File: config.mk
export PLATFORM = sky130hd
export DESIGN_NAME = sgc_chain_top
export DESIGN_NICKNAME = d
export VERILOG_FILES = /design/src/rtl/sgc_pkg.sv /design/src/rtl/sgc_rst_sync.sv /design/src/rtl/sgc_count_decode.sv /design/src/rtl/sgc_host_regs.sv /design/src/rtl/sgc_phase_timer.sv /design/src/rtl/sgc_scan_seq.sv /design/src/rtl/sgc_in_capture.sv /design/src/rtl/sgc_chain_top.sv
export SDC_FILE = /design/constraint.sdc
export NUM_CORES = 1
export LEC_CHECK = 0
export CELL_PAD_IN_SITES_DETAIL_PLACEMENT = 0
export CELL_PAD_IN_SITES_GLOBAL_PLACEMENT = 2
export CORE_MARGIN = 10
export CORE_UTILIZATION = 38
export CTS_CLUSTER_DIAMETER = 40
export DETAILED_ROUTE_END_ITERATION = 10
export PLACE_DENSITY = 0.78
export RECOVER_POWER = 50
export SLEW_MARGIN = 40
export SYNTH_ARGS = -nofsm -noshare
export SYNTH_HDL_FRONTEND = slang
export SYNTH_HIERARCHICAL = 1
export SYNTH_SLANG_ARGS = --single-unit
File: constraint.sdc
create_clock -name clk -period 8.4 [get_ports clk]
set_input_delay 1.68 -clock clk [delete_from_list [all_inputs] [get_ports clk]]
set_output_delay 1.68 -clock clk [all_outputs]
set_load 0.02 [all_outputs]
File: src/rtl/sgc_pkg.sv
package sgc_pkg;
  typedef enum logic [2:0] {
    ST_IDLE,
    ST_LOAD,
    ST_LOW,
    ST_HIGH,
    ST_LATCH
  } scan_st_t;

  localparam int BYTE_W = 8;
endpackage

File: src/rtl/sgc_rst_sync.sv
module sgc_rst_sync (
  input  logic clk,
  input  logic rst_n,
  output logic rst_sync_n
);
  logic stage_q;
  logic out_q;

  always_ff @(posedge clk or negedge rst_n) begin
    if (!rst_n) begin
      stage_q <= 1'b0;
      out_q   <= 1'b0;
    end else begin
      stage_q <= 1'b1;
      out_q   <= stage_q;
    end
  end

  assign rst_sync_n = out_q;
endmodule

File: src/rtl/sgc_count_decode.sv
module sgc_count_decode #(
  parameter int CNT_W = 7,
  parameter int PORTS = 8,
  localparam int PINS = PORTS * sgc_pkg::BYTE_W,
  localparam int BW   = $clog2(PINS + 1)
) (
  input  logic [CNT_W-1:0] pin_count,
  output logic [BW-1:0]    bit_count
);
  int sat;
  int nports;

  always_comb begin
    sat       = (int'(pin_count) > PINS) ? PINS : int'(pin_count);
    nports    = (sat + sgc_pkg::BYTE_W - 1) / sgc_pkg::BYTE_W;
    bit_count = BW'(nports * sgc_pkg::BYTE_W);
  end
endmodule

File: src/rtl/sgc_host_regs.sv
module sgc_host_regs #(
  parameter int PORTS = 8,
  localparam int AW   = $clog2(PORTS),
  localparam int PINS = PORTS * sgc_pkg::BYTE_W
) (
  input  logic            clk,
  input  logic            rst_n,
  input  logic            wr_en,
  input  logic [AW-1:0]   wr_addr,
  input  logic [7:0]      wr_data,
  output logic [PINS-1:0] out_flat,
  input  logic [PINS-1:0] in_flat,
  input  logic [AW-1:0]   rd_addr,
  output logic [7:0]      rd_data
);
  genvar g;
  generate
    for (g = 0; g < PORTS; g++) begin : g_byte
      logic       byte_we;
      logic [7:0] byte_q;
      logic [7:0] byte_n;

      always_comb begin
        byte_we = wr_en && (wr_addr == AW'(g));
        byte_n  = byte_we ? wr_data : byte_q;
      end

      always_ff @(posedge clk or negedge rst_n) begin
        if (!rst_n) byte_q <= '0;
        else        byte_q <= byte_n;
      end

      assign out_flat[g*8 +: 8] = byte_q;
    end
  endgenerate

  always_comb begin
    rd_data = in_flat[rd_addr*8 +: 8];
  end
endmodule

File: src/rtl/sgc_phase_timer.sv
module sgc_phase_timer #(
  parameter int HALF_DIV = 2,
  localparam int CW = (HALF_DIV > 1) ? $clog2(HALF_DIV) : 1
) (
  input  logic clk,
  input  logic rst_n,
  input  logic run,
  output logic tick
);
  logic [CW-1:0] cnt_q;
  logic [CW-1:0] cnt_n;

  always_comb begin
    tick  = run && (cnt_q == CW'(HALF_DIV - 1));
    cnt_n = (tick || !run) ? '0 : cnt_q + CW'(1);
  end

  always_ff @(posedge clk or negedge rst_n) begin
    if (!rst_n) cnt_q <= '0;
    else        cnt_q <= cnt_n;
  end
endmodule

File: src/rtl/sgc_scan_seq.sv
module sgc_scan_seq
  import sgc_pkg::*;
#(
  parameter int PORTS = 8,
  localparam int PINS = PORTS * BYTE_W,
  localparam int BW   = $clog2(PINS + 1),
  localparam int IW   = $clog2(PINS)
) (
  input  logic            clk,
  input  logic            rst_n,
  input  logic [BW-1:0]   ob_in,
  input  logic [BW-1:0]   ib_in,
  input  logic [PINS-1:0] out_flat,
  input  logic            tick,
  output logic            run,
  output logic            sclk,
  output logic            sdout,
  output logic            in_load,
  output logic            out_latch,
  output logic            clr_shadow,
  output logic            sample,
  output logic [IW-1:0]   sample_idx,
  output logic            commit,
  output logic            wipe,
  output logic [BW-1:0]   ob,
  output logic [BW-1:0]   ib,
  output logic [BW-1:0]   tb
);
  localparam logic [BW-1:0] ONE = BW'(1);

  scan_st_t        st_q, st_n;
  logic [BW-1:0]   k_q, k_n;
  logic [BW-1:0]   ob_q, ob_n, ib_q, ib_n, tb_q, tb_n;
  logic [PINS-1:0] snap_q, snap_n;
  logic            sclk_q, sclk_n, sdo_q, sdo_n, ld_q, ld_n, lt_q, lt_n;
  logic [BW-1:0]   k_sel, idx, sidx, big;
  logic            bit_sel;

  always_comb begin
    st_n   = st_q;
    k_n    = k_q;
    ob_n   = ob_q;
    ib_n   = ib_q;
    tb_n   = tb_q;
    snap_n = snap_q;
    sclk_n = sclk_q;
    sdo_n  = sdo_q;
    ld_n   = ld_q;
    lt_n   = lt_q;
    clr_shadow = 1'b0;
    sample     = 1'b0;
    commit     = 1'b0;
    wipe       = 1'b0;

    big     = (ob_in > ib_in) ? ob_in : ib_in;
    k_sel   = (st_q == ST_HIGH) ? (k_q + ONE) : '0;
    idx     = tb_q - ONE - k_sel;
    bit_sel = (idx < ob_q) ? snap_q[idx[IW-1:0]] : 1'b0;
    sidx    = ib_q - ONE - k_q;
    sample_idx = sidx[IW-1:0];

    case (st_q)
      ST_IDLE: begin
        ob_n   = ob_in;
        ib_n   = ib_in;
        tb_n   = big;
        snap_n = out_flat;
        if (big != '0) begin
          st_n       = ST_LOAD;
          ld_n       = (ib_in != '0);
          clr_shadow = 1'b1;
        end else begin
          wipe = 1'b1;
        end
      end
      ST_LOAD: begin
        if (tick) begin
          st_n   = ST_LOW;
          ld_n   = 1'b0;
          k_n    = '0;
          sclk_n = 1'b0;
          sdo_n  = bit_sel;
        end
      end
      ST_LOW: begin
        if (tick) begin
          st_n   = ST_HIGH;
          sclk_n = 1'b1;
          sample = (k_q < ib_q);
        end
      end
      ST_HIGH: begin
        if (tick) begin
          sclk_n = 1'b0;
          if (k_q == tb_q - ONE) begin
            st_n   = ST_LATCH;
            sdo_n  = 1'b0;
            lt_n   = (ob_q != '0);
            commit = 1'b1;
          end else begin
            st_n  = ST_LOW;
            k_n   = k_q + ONE;
            sdo_n = bit_sel;
          end
        end
      end
      ST_LATCH: begin
        if (tick) begin
          st_n = ST_IDLE;
          lt_n = 1'b0;
        end
      end
      default: st_n = ST_IDLE;
    endcase
  end

  always_ff @(posedge clk or negedge rst_n) begin
    if (!rst_n) begin
      st_q   <= ST_IDLE;
      k_q    <= '0;
      ob_q   <= '0;
      ib_q   <= '0;
      tb_q   <= '0;
      snap_q <= '0;
      sclk_q <= 1'b0;
      sdo_q  <= 1'b0;
      ld_q   <= 1'b0;
      lt_q   <= 1'b0;
    end else begin
      st_q   <= st_n;
      k_q    <= k_n;
      ob_q   <= ob_n;
      ib_q   <= ib_n;
      tb_q   <= tb_n;
      snap_q <= snap_n;
      sclk_q <= sclk_n;
      sdo_q  <= sdo_n;
      ld_q   <= ld_n;
      lt_q   <= lt_n;
    end
  end

  assign run       = (st_q != ST_IDLE);
  assign sclk      = sclk_q;
  assign sdout     = sdo_q;
  assign in_load   = ld_q;
  assign out_latch = lt_q;
  assign ob        = ob_q;
  assign ib        = ib_q;
  assign tb        = tb_q;
endmodule

File: src/rtl/sgc_in_capture.sv
module sgc_in_capture #(
  parameter int PORTS = 8,
  localparam int PINS = PORTS * sgc_pkg::BYTE_W,
  localparam int IW   = $clog2(PINS)
) (
  input  logic            clk,
  input  logic            rst_n,
  input  logic            sdin,
  input  logic            clr_shadow,
  input  logic            sample,
  input  logic [IW-1:0]   sample_idx,
  input  logic            commit,
  input  logic            wipe,
  output logic [PINS-1:0] in_flat
);
  logic [PINS-1:0] shadow_q, shadow_n;
  logic [PINS-1:0] vis_q, vis_n;

  always_comb begin
    shadow_n = shadow_q;
    vis_n    = vis_q;
    if (clr_shadow) shadow_n = '0;
    else if (sample) shadow_n[sample_idx] = sdin;
    if (commit)    vis_n = shadow_q;
    else if (wipe) vis_n = '0;
  end

  always_ff @(posedge clk or negedge rst_n) begin
    if (!rst_n) begin
      shadow_q <= '0;
      vis_q    <= '0;
    end else begin
      shadow_q <= shadow_n;
      vis_q    <= vis_n;
    end
  end

  assign in_flat = vis_q;
endmodule

File: src/rtl/sgc_chain_top.sv
module sgc_chain_top #(
  parameter int PORTS    = 8,
  parameter int CNT_W    = 7,
  parameter int HALF_DIV = 2,
  localparam int PINS = PORTS * sgc_pkg::BYTE_W,
  localparam int AW   = $clog2(PORTS),
  localparam int BW   = $clog2(PINS + 1),
  localparam int IW   = $clog2(PINS)
) (
  input  logic             clk,
  input  logic             rst_n,
  input  logic             wr_en,
  input  logic [AW-1:0]    wr_addr,
  input  logic [7:0]       wr_data,
  input  logic [AW-1:0]    rd_addr,
  output logic [7:0]       rd_data,
  input  logic [CNT_W-1:0] out_count,
  input  logic [CNT_W-1:0] in_count,
  output logic             sclk,
  output logic             sdout,
  output logic             out_latch,
  input  logic             sdin,
  output logic             in_load
);
  logic                  rst_i_n;
  logic [PINS-1:0]       out_flat;
  logic [PINS-1:0]       in_flat;
  logic [CNT_W-1:0]      cnt_arr [2];
  logic [BW-1:0]         bits_arr [2];
  logic                  run, tick;
  logic                  clr_shadow, sample, commit, wipe;
  logic [IW-1:0]         sample_idx;
  logic [BW-1:0]         ob, ib, tb;

  assign cnt_arr[0] = out_count;
  assign cnt_arr[1] = in_count;

  sgc_rst_sync u_rst (
    .clk        (clk),
    .rst_n      (rst_n),
    .rst_sync_n (rst_i_n)
  );

  genvar d;
  generate
    for (d = 0; d < 2; d++) begin : g_dir
      sgc_count_decode #(.CNT_W(CNT_W), .PORTS(PORTS)) u_dec (
        .pin_count (cnt_arr[d]),
        .bit_count (bits_arr[d])
      );
    end
  endgenerate

  sgc_host_regs #(.PORTS(PORTS)) u_regs (
    .clk      (clk),
    .rst_n    (rst_i_n),
    .wr_en    (wr_en),
    .wr_addr  (wr_addr),
    .wr_data  (wr_data),
    .out_flat (out_flat),
    .in_flat  (in_flat),
    .rd_addr  (rd_addr),
    .rd_data  (rd_data)
  );

  sgc_phase_timer #(.HALF_DIV(HALF_DIV)) u_timer (
    .clk   (clk),
    .rst_n (rst_i_n),
    .run   (run),
    .tick  (tick)
  );

  sgc_scan_seq #(.PORTS(PORTS)) u_seq (
    .clk        (clk),
    .rst_n      (rst_i_n),
    .ob_in      (bits_arr[0]),
    .ib_in      (bits_arr[1]),
    .out_flat   (out_flat),
    .tick       (tick),
    .run        (run),
    .sclk       (sclk),
    .sdout      (sdout),
    .in_load    (in_load),
    .out_latch  (out_latch),
    .clr_shadow (clr_shadow),
    .sample     (sample),
    .sample_idx (sample_idx),
    .commit     (commit),
    .wipe       (wipe),
    .ob         (ob),
    .ib         (ib),
    .tb         (tb)
  );

  sgc_in_capture #(.PORTS(PORTS)) u_cap (
    .clk        (clk),
    .rst_n      (rst_i_n),
    .sdin       (sdin),
    .clr_shadow (clr_shadow),
    .sample     (sample),
    .sample_idx (sample_idx),
    .commit     (commit),
    .wipe       (wipe),
    .in_flat    (in_flat)
  );
endmodule

# --- Yosys cells after proc, flatten, opt, wreduce, memory -nomap -nowiden ---
# Cells that the tools add are included.
totals:
  out_inout_bits: 12
  input_bits: 32
  ff_bits: 288
  elab_cells: 146
op_classes:
  mux: 47
  n_shift: 1
  add_sub_neg: 12
  n_reduce_logical: 33
  n_eq_ne: 20
  order_cmp: 8
  n_bitwise: 2
op_table:
  columns: ["operator", "count"]
  rows:
  - ["2-to-1 mux 64 bit", 4]
  - ["adder 32 x 5 -> 32 bit, second input constant", 2]
  - ["bitwise mux 64 bit", 1]
  - ["indexed part select 64 x 7 -> 8 bit", 1]
  - ["subtractor 32 x 2 -> 32 bit, second input constant", 2]
  - ["2-to-1 mux 7 bit", 7]
  - ["2-to-1 mux 1 bit", 21]
  - ["nonzero test 7 bit", 3]
  - ["2-to-1 mux 3 bit", 6]
  - ["equality test 3 bit, second input constant", 5]
  - ["case mux 3 bit (5 select lines)", 1]
  - ["greater-than comparator 7 bit, second input constant", 2]
  - ["less-than comparator 6 x 7 -> 1 bit, second input constant", 2]
  - ["less-than comparator 7 bit", 2]
  - ["case mux 7 bit (2 select lines)", 1]
  - ["equality test 3 x 2 -> 1 bit, second input constant", 4]
  - ["!= test 2 bit, second input constant", 6]
  - ["nonzero test 2 bit", 6]
  - ["logical AND 1 bit", 10]
  - ["AND reduction 3 bit", 3]
  - ["adder 4 x 1 -> 4 bit", 2]
  - ["case mux 1 bit (2 select lines)", 4]
  - ["AND reduction 4 bit", 2]
  - ["adder 7 x 1 -> 7 bit, second input constant", 1]
  - ["20 further kinds", 25]

# --- Depth between registers and ports, before layout ---
depth:
  depth_word: 14
  depth_mapped: 16
  ltp_nobuf: 16

# --- By module ---
# The synthesis kept the hierarchy.
by_module_without_submodules:
  columns: ["mod", "cells_per_inst", "seq_area_each_um2", "instances", "area_per_inst_um2"]
  rows:
  - ["sgc_scan_seq", 613, 2477.4, 1, 5662.9]
  - ["sgc_in_capture", 443, 3203.1, 1, 5466.5]
  - ["sgc_host_regs", 172, 1601.5, 1, 2992.9]
  - ["sgc_count_decode", 15, 0.0, 2, 116.4]
  - ["sgc_rst_sync", 3, 50.0, 1, 53.8]
  - ["sgc_phase_timer", 3, 25.0, 1, 41.3]

# --- Worst setup path before layout ---
# OpenSTA, ideal clock, no wires.
synth_timing:
  path_kind: "in2out"
  from: "input rd_addr[0]"
  to: "output rd_data[0]"
  path_buffers: 2
  t_arrival_ps: 2773
  required_ps: 6720
  slack_ps: 3947
  cell_stages: 4
  path_cell_list: "buf_6 > buf_12 > mux4_1 > mux2_2"
synth_via:
  elab_chain_len: 1
synth_rtl:
  columns: ["element", "line", "rtl"]
  rows:
  - ["start: declaration", "sgc_chain_top.sv:15", "input logic [AW-1:0] rd_addr,"]
  - ["indexed part select 64 x 7 -> 8 bit", "sgc_host_regs.sv:38", "rd_data = in_flat[rd_addr*8 +: 8];"]
  - ["end: declaration", "sgc_chain_top.sv:16", "output logic [7:0] rd_data,"]
# Every way passes these cells.

==> flow_summary.ini <==
[clock_network]
clkSlewWorstSetupHoldPaths_ps = 50
cts_resized = 0
numClockSinks = 294
cts-root-buf = clkbuf_16
cts_tree = built
cts_buffers = 50
h-tree-depth = 2
clockBufferDepth = 3
cts-hold-fix-buffers = 0
postCtsSetupBuffers = 0
worstSkewPairLatency_ps = 570

[routing]
firstDrtPassIters = 4
drt_iter0_drc = 480
wl_met3_um = 1100
route.met2.wl_um = 16300
drcViolationCount = 0
met1_length_um = 16000
wl_um = 33900
vias_per_cell = 5.03
postRouteAntennaNets = 0
via_count = 9303
highest_layer = met4
wl_per_cell_um = 18.4

[worst_setup_path]
slowest_delay_ps = 540
crit_family = buffers and inverters
worst-path-max-fanout = 65
cp_num_buf_inv = 4
worstSetupStartpointType = primary input
required_ps = 8810
critPathKind = primary input to register
critPathCaptureType = register
cp.arrival_ps = 6240
crit_chain = clkdlybuf4s50_1, o31a_2, nor3_1, inv_1, ha_1, a21o_1, a21oi_1, nor2b_1, o31ai_4, mux2i_1, nor2_4, buf_4, nand2b_2, buf_4, mux2i_1
rrSetupSlack_ps = 3340
crit_slowest_cell = o31ai_4

[logic_synthesis]
ys_warn_count = 6
ys.flop_type = dfrtp_1
synth_area_leaders = dfrtp_1 (51%), nand2_1 (7.7%), mux2i_1 (5.7%), mux2_2 (5.7%), a22o_1 (3.9%)
avgSynthCellArea_sq_um = 11.4
synth_edf_count = 0
ys_seq_area_frac = 0.509
async_reset_ff_frac = 1.00
ys_seq_elements = 294
yosysUniqueCellTypes = 71
synth_cells = 1264
yosysTopAreaCellShare = 0.509
syn_area_sq_mm = 0.0145
netlist.top_cell.by_area = dfrtp_1

[grt]
grt_pass1_vias = 9669
antenna_found_initial = 0
track_usage = 0.148
grt_pass1_wl_um = 55400
overflow = 0
grt_start_max_net_pins = 153

[finish]
drive_above_1_share = 0.180
multi_input_area_sq_mm = 0.00660
regArea_sq_mm = 0.00736
final_cell_mix = nand2_1 (298), dfrtp_1 (294), mux2i_1 (83)
layout.cells.most_common = nand2_1
nNetsFinal = 1363
antennaDiodeCount = 0
area.growth.synth_to_final_pct = 17.6
nFillCells = 3508
fin_cells = 1848
final_util = 0.452

[place]
numPortBuffers = 43
hpwlAfterDp_um = 20600
placed_cells = 1755
place_congestion = 0.770

[flow_run]
drv_cap = 3

[timing]
slew_headroom = -1.09
clock_skew_ps = 32.7
tightest_slew_ps = 3130
setup_viol_count_final = 0
period_needed_ps = 5830
finalMaxSlewViolations = 123
final_hold_viol_count = 0
rsz0062_at_grt = no
max_freq_mhz = 172
timing.hold.ws_ps = 169
period_share = 0.694
finalSetupTns_ps = 0

[floorplanning]
fp.dieW_um = 215
rows = 71
initial_core_util = 0.385
ios = 44
die_area_sq_mm = 0.0462
die_y_um = 215
core_area_sq_mm = 0.0376

[power_and_ir_drop]
ir_worst_vdd_uv = 267
p_leak_nw = 8.22
p_per_area_mw_per_mm2 = 402

[worst_hold_path]
hold_class = register to asynchronous set/reset pin

[status]
status = finished with violations
failed_checks = max-capacitance violations, max-slew violations
routing by layer:
metal / GRT usage / up-vias
met5: 0 / -
met4: 0.0380 / 0
met3: 0.0270 / 50
met2: 0.243 / 125
met1: 0.198 / 4688
li1: - / 4440
through the flow:
| step | power (mW) | setup slack, ps | cell area, sq um |
|---|---|---|---|
| floorplan | 4.12 | 3590 | 14500 |
| global placement | 4.82 | 1770 | 15300 |
| detailed placement | 4.88 | 2010 | 15300 |
| CTS | 6.92 | 2590 | 17000 |
| global route | 7.30 | 2180 | 17000 |
| finish | 6.83 | 2570 | 17000 |
where the power goes:
part	total (mW)	switching, mW	internal, mW
Clock	1.99	0.735	1.26
Sequential	2.13	0.272	1.86
Combinational	2.70	1.56	1.15
sequential cells by signal, indices dropped and copies added, names as in the netlist, 3 cells and up:
signal,flops
u_seq/snap_q,64
u_seq/ob,7
u_seq/ib,7
u_seq/st_q,3
u_cap/shadow_q,64
u_regs/g_byte.byte_q,64
u_cap/in_flat,64
u_seq/k_q,7
u_seq/tb,7
synth_stat cells, types with 7 or more instances:
| cell type | count |
|---|---|
| ha_1 | 32 |
| a21oi_1 | 15 |
| mux4_2 | 17 |
| clkbuf_1 | 41 |
| nor2_1 | 11 |
| nand2b_1 | 67 |
| xnor2_1 | 14 |
| mux2_2 | 73 |
| nand3_1 | 9 |
| o21ai_0 | 29 |
| buf_4 | 16 |
| nor3_1 | 7 |
| a22o_1 | 64 |
| buf_2 | 16 |
| xor2_1 | 10 |
| nor2b_1 | 9 |
| nand2_1 | 298 |
| buf_1 | 7 |
| inv_1 | 35 |
| mux4_1 | 15 |
| dfrtp_1 | 294 |
| mux2i_1 | 83 |
worst reg2reg max path: stages (launching register included):
cell      delay (ps)
dfrtp_1          600
clkbuf_1        1490
clkbuf_1        2330
worst paths after layout:
check,from,endpoint,cells past startpoint
setup / recovery,in_count[2],u_cap/shadow_q[53],15
hold / removal,u_rst/rst_sync_n,u_seq/snap_q[6],0
setup reg to reg,u_rst/rst_sync_n,u_cap/in_flat[28],2
hold reg to reg,u_rst/rst_sync_n,u_seq/snap_q[6],0
max in group asynchronous,u_rst/rst_sync_n,u_cap/in_flat[28],2
min in group clk,u_rst/stage_q,u_rst/rst_sync_n,0
logic make-up after synthesis:
family,count (synthesis),share of synthesized area
muxes,194,0.174
buffers and inverters,121,0.0403
AOI/OAI and AO/OA,137,0.0705
xor gates and xnor gates,27,0.0188
and+or+nand+nor,454,0.156
DFF,294,0.509
other,3,0.000779
adders and majority gates,34,0.0305
area by class of cell:
type                       instances  share of cell area
tap                              511              0.0376
timing repair buffer              63              0.0345
multi-input combinational        853               0.388
inverter                          35             0.00773
clock inverter                    30              0.0180
sequential                       294               0.433
clock buffer                      62              0.0804
Power figures use the tool's default switching activity.
